==> src/rtl/dirq_pkg.sv <==
// Shared constants for the display interrupt status unit: register
// selectors, main status bit positions and the set of interrupt sources.
package dirq_pkg;
    typedef enum logic [2:0] {
        SEL_CTRL  = 3'd0,
        SEL_MMASK = 3'd1,
        SEL_SMASK = 3'd2,
        SEL_MCLR  = 3'd3,
        SEL_SCLR  = 3'd4
    } reg_sel_e;

    localparam int B_LDD   = 0;
    localparam int B_SOF0  = 1;
    localparam int B_BERR  = 2;
    localparam int B_ACB   = 3;
    localparam int B_UND0  = 4;
    localparam int B_UND1  = 5;
    localparam int B_OUT   = 6;
    localparam int B_QDIS  = 7;
    localparam int B_EOF0  = 8;
    localparam int B_BR0   = 9;
    localparam int B_MORE  = 10;
    localparam int B_RDST  = 11;
    localparam int B_CMD   = 12;
    localparam int N_FLAGS = 13;
    localparam int FLD_LSB = 28;
    localparam int CH_W    = 3;

    // Main bits allowed to raise the interrupt line
    localparam logic [31:0] MAIN_IRQ_SRC = 32'h0000_1BF3;
endpackage

==> src/rtl/dirq_ctrl.sv <==
// Control and mask registers. Holds enable, stop-at-frame-end and both
// mask words; emits one-cycle quick-disable and last-frame-done strobes.
// Assumes one write per cycle; a control write outranks the auto-stop.
module dirq_ctrl
    import dirq_pkg::*;
(
    input  logic        clk,
    input  logic        rst_n,
    input  logic        wr_en,
    input  logic [2:0]  wr_sel,
    input  logic [31:0] wr_data,
    input  logic        frame_end,
    output logic        en_o,
    output logic [31:0] main_mask_o,
    output logic [31:0] sec_mask_o,
    output logic        qdis_set,
    output logic        ldd_set
);
    logic stop_q;
    logic ctrl_wr;

    assign ctrl_wr  = wr_en && (wr_sel == SEL_CTRL);
    assign qdis_set = ctrl_wr && en_o && !wr_data[0];
    assign ldd_set  = !ctrl_wr && frame_end && en_o && stop_q;

    // Enable and stop option: software load, or auto-clear at frame end
    always_ff @(posedge clk) begin
        if (!rst_n) begin
            en_o   <= 1'b0;
            stop_q <= 1'b0;
        end else if (ctrl_wr) begin
            en_o   <= wr_data[0];
            stop_q <= wr_data[1];
        end else if (ldd_set) begin
            en_o   <= 1'b0;
        end
    end

    // Mask words loaded by software
    always_ff @(posedge clk) begin
        if (!rst_n) begin
            main_mask_o <= '0;
            sec_mask_o  <= '0;
        end else if (wr_en && wr_sel == SEL_MMASK) begin
            main_mask_o <= wr_data;
        end else if (wr_en && wr_sel == SEL_SMASK) begin
            sec_mask_o  <= wr_data;
        end
    end
endmodule

==> src/rtl/dirq_main_status.sv <==
// Main status word: thirteen event flags plus the bus-error channel field.
// Write-one-to-clear on bits 11:0; a new event in the same cycle wins.
module dirq_main_status
    import dirq_pkg::*;
(
    input  logic               clk,
    input  logic               rst_n,
    input  logic [N_FLAGS-1:0] set_bits,
    input  logic               berr_valid,
    input  logic [CH_W-1:0]    berr_ch,
    input  logic               clr_en,
    input  logic [11:0]        clr_data,
    output logic [31:0]        status_o
);
    logic [N_FLAGS-1:0] flags_q;
    logic [CH_W-1:0]    field_q;
    logic [N_FLAGS-1:0] clr_vec;

    assign clr_vec  = clr_en ? {1'b0, clr_data} : '0;
    assign status_o = {1'b0, field_q, {(FLD_LSB-N_FLAGS){1'b0}}, flags_q};

    // Event flags: clear then set, so a same-cycle event survives
    always_ff @(posedge clk) begin
        if (!rst_n) flags_q <= '0;
        else        flags_q <= (flags_q & ~clr_vec) | set_bits;
    end

    // Faulting channel: loaded by a bus error, zeroed by clearing bit 2
    always_ff @(posedge clk) begin
        if (!rst_n)                            field_q <= '0;
        else if (berr_valid)                   field_q <= berr_ch;
        else if (clr_en && clr_data[B_BERR])   field_q <= '0;
    end
endmodule

==> src/rtl/dirq_sec_status.sv <==
// Secondary status word for channels 1..NCH-1. Each channel owns four
// positions spaced by eight; software may clear only CLR_MASK bits.
module dirq_sec_status #(
    parameter int          NCH      = 7,
    parameter logic [31:0] CLR_MASK = 32'h003E_3F3F
) (
    input  logic           clk,
    input  logic           rst_n,
    input  logic [NCH-1:0] sof,
    input  logic [NCH-1:0] eof,
    input  logic [NCH-1:0] branch,
    input  logic [NCH-1:0] underrun,
    input  logic           clr_en,
    input  logic [31:0]    clr_data,
    output logic [31:0]    status_o
);
    logic [31:0] set_vec;
    logic [31:0] clr_vec;

    // Map the per-channel strobes onto their bit positions
    always_comb begin
        set_vec = '0;
        for (int n = 1; n < NCH; n++) begin
            set_vec[n-1]  = sof[n];
            set_vec[n+7]  = eof[n];
            set_vec[n+15] = branch[n];
            if (n >= 2) set_vec[n+23] = underrun[n];
        end
    end

    assign clr_vec = clr_en ? (clr_data & CLR_MASK) : '0;

    // Status word: clear selected bits, then merge new events
    always_ff @(posedge clk) begin
        if (!rst_n) status_o <= '0;
        else        status_o <= (status_o & ~clr_vec) | set_vec;
    end
endmodule

==> src/rtl/dirq_id_capture.sv <==
// Source identification. Picks the bus-error channel, else the lowest
// channel with an unmasked event; latches its frame ID while the interrupt
// is low, otherwise requests the further-interrupt flag.
module dirq_id_capture #(
    parameter int NCH = 7,
    parameter int IDW = 16
) (
    input  logic               clk,
    input  logic               rst_n,
    input  logic [NCH-1:0]     hit,
    input  logic               berr_valid,
    input  logic [2:0]         berr_ch,
    input  logic               irq,
    input  logic [NCH*IDW-1:0] ch_id,
    output logic [IDW-1:0]     id_o,
    output logic               more_set
);
    logic any;
    int   sel;

    // Priority select: bus error first, then lowest channel number
    always_comb begin
        sel = 0;
        for (int n = NCH - 1; n >= 0; n--) begin
            if (hit[n]) sel = n;
        end
        if (berr_valid) sel = int'(berr_ch);
    end

    assign any      = berr_valid || (|hit);
    assign more_set = any && irq;

    // ID register: written only by the first source while the line is low
    always_ff @(posedge clk) begin
        if (!rst_n)                          id_o <= '0;
        else if (any && !irq && sel < NCH)   id_o <= ch_id[sel*IDW +: IDW];
    end
endmodule

==> src/rtl/disp_irq_status.sv <==
// Top of the display interrupt status unit. Routes event strobes into the
// two status words, gates them with the masks into a registered interrupt
// and drives source identification. Assumes strobes are one-cycle pulses.
module disp_irq_status
    import dirq_pkg::*;
#(
    parameter int          NCH          = 7,
    parameter int          IDW          = 16,
    parameter logic [31:0] SEC_CLR_MASK = 32'h003E_3F3F
) (
    input  logic               clk,
    input  logic               rst_n,
    input  logic               wr_en,
    input  logic [2:0]         wr_sel,
    input  logic [31:0]        wr_data,
    input  logic               frame_end,
    input  logic [NCH-1:0]     ev_sof,
    input  logic [NCH-1:0]     ev_eof,
    input  logic [NCH-1:0]     ev_branch,
    input  logic [NCH-1:0]     ev_underrun,
    input  logic               ev_acbias,
    input  logic               ev_outrun,
    input  logic               ev_rdstat,
    input  logic               ev_cmd,
    input  logic               berr_valid,
    input  logic [2:0]         berr_ch,
    input  logic [NCH*IDW-1:0] ch_id,
    output logic               disp_en,
    output logic [31:0]        main_status,
    output logic [31:0]        sec_status,
    output logic [IDW-1:0]     irq_id,
    output logic               irq
);
    logic [31:0]        main_mask;
    logic [31:0]        sec_mask;
    logic               qdis_set;
    logic               ldd_set;
    logic               more_set;
    logic [NCH-1:0]     hit;
    logic [N_FLAGS-1:0] main_set;

    dirq_ctrl u_ctrl (
        .clk         (clk),
        .rst_n       (rst_n),
        .wr_en       (wr_en),
        .wr_sel      (wr_sel),
        .wr_data     (wr_data),
        .frame_end   (frame_end),
        .en_o        (disp_en),
        .main_mask_o (main_mask),
        .sec_mask_o  (sec_mask),
        .qdis_set    (qdis_set),
        .ldd_set     (ldd_set)
    );

    // Main event vector assembled at fixed bit positions
    always_comb begin
        main_set          = '0;
        main_set[B_LDD]   = ldd_set;
        main_set[B_SOF0]  = ev_sof[0];
        main_set[B_BERR]  = berr_valid;
        main_set[B_ACB]   = ev_acbias;
        main_set[B_UND0]  = ev_underrun[0];
        main_set[B_UND1]  = ev_underrun[1];
        main_set[B_OUT]   = ev_outrun;
        main_set[B_QDIS]  = qdis_set;
        main_set[B_EOF0]  = ev_eof[0];
        main_set[B_BR0]   = ev_branch[0];
        main_set[B_MORE]  = more_set;
        main_set[B_RDST]  = ev_rdstat;
        main_set[B_CMD]   = ev_cmd;
    end

    dirq_main_status u_main (
        .clk        (clk),
        .rst_n      (rst_n),
        .set_bits   (main_set),
        .berr_valid (berr_valid),
        .berr_ch    (berr_ch),
        .clr_en     (wr_en && wr_sel == SEL_MCLR),
        .clr_data   (wr_data[11:0]),
        .status_o   (main_status)
    );

    dirq_sec_status #(.NCH(NCH), .CLR_MASK(SEC_CLR_MASK)) u_sec (
        .clk      (clk),
        .rst_n    (rst_n),
        .sof      (ev_sof),
        .eof      (ev_eof),
        .branch   (ev_branch),
        .underrun (ev_underrun),
        .clr_en   (wr_en && wr_sel == SEL_SCLR),
        .clr_data (wr_data),
        .status_o (sec_status)
    );

    // Unmasked capturing events per channel; channel 0 uses the main mask
    assign hit[0] = (ev_sof[0]    & ~main_mask[B_SOF0]) |
                    (ev_eof[0]    & ~main_mask[B_EOF0]) |
                    (ev_branch[0] & ~main_mask[B_BR0]);
    for (genvar n = 1; n < NCH; n++) begin : g_hit
        assign hit[n] = (ev_sof[n]    & ~sec_mask[n-1])  |
                        (ev_eof[n]    & ~sec_mask[n+7])  |
                        (ev_branch[n] & ~sec_mask[n+15]);
    end

    dirq_id_capture #(.NCH(NCH), .IDW(IDW)) u_cap (
        .clk        (clk),
        .rst_n      (rst_n),
        .hit        (hit),
        .berr_valid (berr_valid),
        .berr_ch    (berr_ch),
        .irq        (irq),
        .ch_id      (ch_id),
        .id_o       (irq_id),
        .more_set   (more_set)
    );

    // Interrupt line: registered OR of unmasked source bits
    always_ff @(posedge clk) begin
        if (!rst_n) irq <= 1'b0;
        else        irq <= (|(main_status & ~main_mask & MAIN_IRQ_SRC)) |
                           (|(sec_status & ~sec_mask));
    end
endmodule

==> config.mk <==
export PLATFORM = sky130hd
export DESIGN_NAME = disp_irq_status
export DESIGN_NICKNAME = d
export VERILOG_FILES = /design/src/rtl/dirq_pkg.sv /design/src/rtl/dirq_ctrl.sv /design/src/rtl/dirq_main_status.sv /design/src/rtl/dirq_sec_status.sv /design/src/rtl/dirq_id_capture.sv /design/src/rtl/disp_irq_status.sv
export SDC_FILE = /design/constraint.sdc
export NUM_CORES = 1
export LEC_CHECK = 0
export ABC_CLOCK_PERIOD_IN_PS = 3570
export CAP_MARGIN = 0
export CORE_ASPECT_RATIO = 0.75
export CORE_UTILIZATION = 47
export DETAILED_ROUTE_END_ITERATION = 8
export PLACE_DENSITY = 0.88
export SLEW_MARGIN = 20
export SYNTH_ARGS = -nofsm -noshare
export SYNTH_HDL_FRONTEND = slang
export SYNTH_HIERARCHICAL = 1
export SYNTH_SLANG_ARGS = --single-unit
==> constraint.sdc <==
create_clock -name clk -period 3.57 [get_ports clk]
set_input_delay 0.5355 -clock clk [delete_from_list [all_inputs] [get_ports clk]]
set_output_delay 0.5355 -clock clk [all_outputs]
set_load 0.02 [all_outputs]
==> results.sh <==
export IMPL_portBuffers=243
export IMPL_cts_resized_gates=0
export IMPL_cts_sinks=100
export IMPL_fp_dieH_um=95.1
export IMPL_worstPathRequired_ps=3810
export IMPL_clkTransAtPathRegs_ps=70
export IMPL_p_per_area_nw_per_um2=368
export IMPL_irDropWorstVdd_v=0.000241
export IMPL_pin_count=269
export IMPL_finalWirelength_um=19000
export IMPL_postCtsSetupBuffers=0
export IMPL_drt_iter0_drc=608
export IMPL_worst_setup_path_start_kind="primary input"
export IMPL_max_clock_freq_mhz=343
export IMPL_grt_pass1_wl_um=27900
export IMPL_clock_latency_ps=350
export IMPL_die_area_um2=12000
export IMPL_dp_slack_ps=-56.3
export IMPL_hpwl_um=14000
export IMPL_timing_critical_path_cells="clkdlybuf4s50_1 -> inv_1 -> o221ai_1 -> nor2b_1 -> o21a_1 -> nor2_4 -> buf_4 -> mux2i_1 -> o211ai_1 -> a32o_1"
export IMPL_chipWidth_um=126
export IMPL_post_route_drc_count=0
export IMPL_rsz0062_at_grt="no"
export IMPL_drt_vias_per_instance=5.50
export IMPL_max_cap_violations=0
export IMPL_gr_total_overflow=0
export IMPL_fin_ws_ps=657
export IMPL_end_kind="flop"
export IMPL_ctsRootBufferMaster="clkbuf_16"
export IMPL_clock_path_buffers=2
export IMPL_crit_buf_inv=3
export IMPL_ant_nets=0
export IMPL_slowest_delay_ps=510
export IMPL_avgSynthCellArea_um2=7.58
export IMPL_gr_usage_all_layers=0.305
export IMPL_finalCriticalPeriod_ps=2910
export IMPL_drtPass1Iterations=7
export IMPL_wire_per_inst_um=17.8
export IMPL_diodes=0
export IMPL_crit_fanout=14
export IMPL_grt_antenna_before_repair=0
export IMPL_seqCellArea_um2=2000
export IMPL_cts_hold_buf=0
export IMPL_finClkSkew_ps=8.70
export IMPL_cts_tree="yes"
export IMPL_status="finished clean"
export IMPL_drive_gt1_frac=0.0473
export IMPL_multi_input_area_um2=2830
export IMPL_fill_cells=884
export IMPL_rows=33
export IMPL_final_hold_viol_count=0
export IMPL_nets=1113
export IMPL_timing_setup_tns_ps=0
export IMPL_area_growth_synth_to_final_pct=48.9
export IMPL_critPathSlowestCell="clkdlybuf4s50_1"
export IMPL_syn_inst=716
export IMPL_yosysWarningCount=6
export IMPL_num_vias=5893
export IMPL_first_global_vias=5172
export IMPL_htree_levels=3
export IMPL_total_power_w=0.00298
export IMPL_place_gp_congestion=0.877
export IMPL_hold_worst_slack_ps=457
export IMPL_initial_utilization=0.491
export IMPL_crit_arrival_ps=3160
export IMPL_numCtsBuffers=9
export IMPL_tightest_slew_ps=839
export IMPL_syn_area_um2=5430
export IMPL_hp_class="reg2reg"
export IMPL_maxSlewViolCount=0
export IMPL_r2r_slack_ps=860
export IMPL_core_area_um2=11100
export IMPL_p_leak_nw=3.21
export IMPL_max_slew_margin_rel=0.440
export IMPL_crit_family="compound AO/OA/AOI/OAI gates"
export IMPL_min_period_over_period=0.816
export IMPL_setup_viol=0
export IMPL_grt_max_degree=95
export IMPL_path_class="in2reg"
==> worst paths after layout <==
| path | start | endpoint | cells past startpoint |
|---|---|---|---|
| min reg2reg | u_ctrl/sec_mask_o[14] | u_ctrl/sec_mask_o[14] | 2 |
| max | ev_eof[4] | u_cap/id_o[15] | 10 |
| max reg2reg | u_ctrl/main_mask_o[1] | u_cap/id_o[2] | 8 |
| min | u_ctrl/sec_mask_o[14] | u_ctrl/sec_mask_o[14] | 2 |
==> placed cells by master (no fill, tap or decap), types with 2 or more instances in the layout <==
master           instances
a21boi_0                 3
a21o_1                  16
a21oi_1                 11
a31oi_1                 17
a32o_1                  16
buf_4                   15
clkbuf_16                9
clkbuf_8                 3
clkdlybuf4s50_1        242
clkinvlp_4               2
conb_1                  25
dfxtp_1                100
inv_1                   58
mux2i_1                 16
nand2_1                126
nand2b_1                23
nand3_1                 91
nand3b_1                 3
nor2b_1                 14
nor3_1                   3
nor4_1                   4
o2111ai_1                5
o211ai_1                16
o21a_1                   8
o21ai_0                 57
o21ai_1                  5
o221ai_1                 7
o22ai_1                 11
or3_4                    2
==> registers in the layout, summed over array words and instances (netlist names) <==
name / flops
u_ctrl/sec_mask_o: 32
u_main/flags_q: 13
u_ctrl/en_o: 1
u_sec/status_o: 23
u_main/field_q: 3
irq: 1
u_cap/id_o: 16
u_ctrl/stop_q: 1
u_ctrl/main_mask_o: 10
==> stage by stage <==
step,utilization,std cells,area [µm²]
detailed placement,0.701,1055,7760
finish,0.731,1071,8080
global placement,0.701,1055,7760
global route,0.731,1071,8080
CTS,0.730,1071,8080
floorplan,-,739,5510
==> worst min-delay path, cell delays in order (launching register included) <==
cell and delay [ps]:
dfxtp_1 310, nand2_1 50, o21ai_0 60
==> power by group <==
group / internal [W] / total (W) / switching [W] / leakage (nW)
Clock: 0.000604 / 0.00105 / 0.000441 / 0.151
Sequential: 0.00117 / 0.00122 / 0.0000429 / 0.823
Combinational: 0.000373 / 0.000715 / 0.000342 / 2.24
Total: 0.00215 / 0.00298 / 0.000826 / 3.21
==> final cells by class <==
class / count / area share
Inverter: 59 / 0.0274
Timing Repair Buffer: 257 / 0.314
Clock buffer: 12 / 0.0330
Sequential cell: 100 / 0.248
Clock inverter: 4 / 0.00666
Multi-Input combinational cell: 499 / 0.350
Tap cell: 140 / 0.0217
==> per-layer routing <==
metal,wire (µm),share of wire,track usage,up-vias
li1,-,-,-,2841
met4,387,0.020,0.0863,0
met5,0,0,0,-
met1,8520,0.45,0.438,2719
met2,8280,0.43,0.444,298
met3,1850,0.097,0.0814,35
No activity file was read; power rests on OpenSTA's default activity.
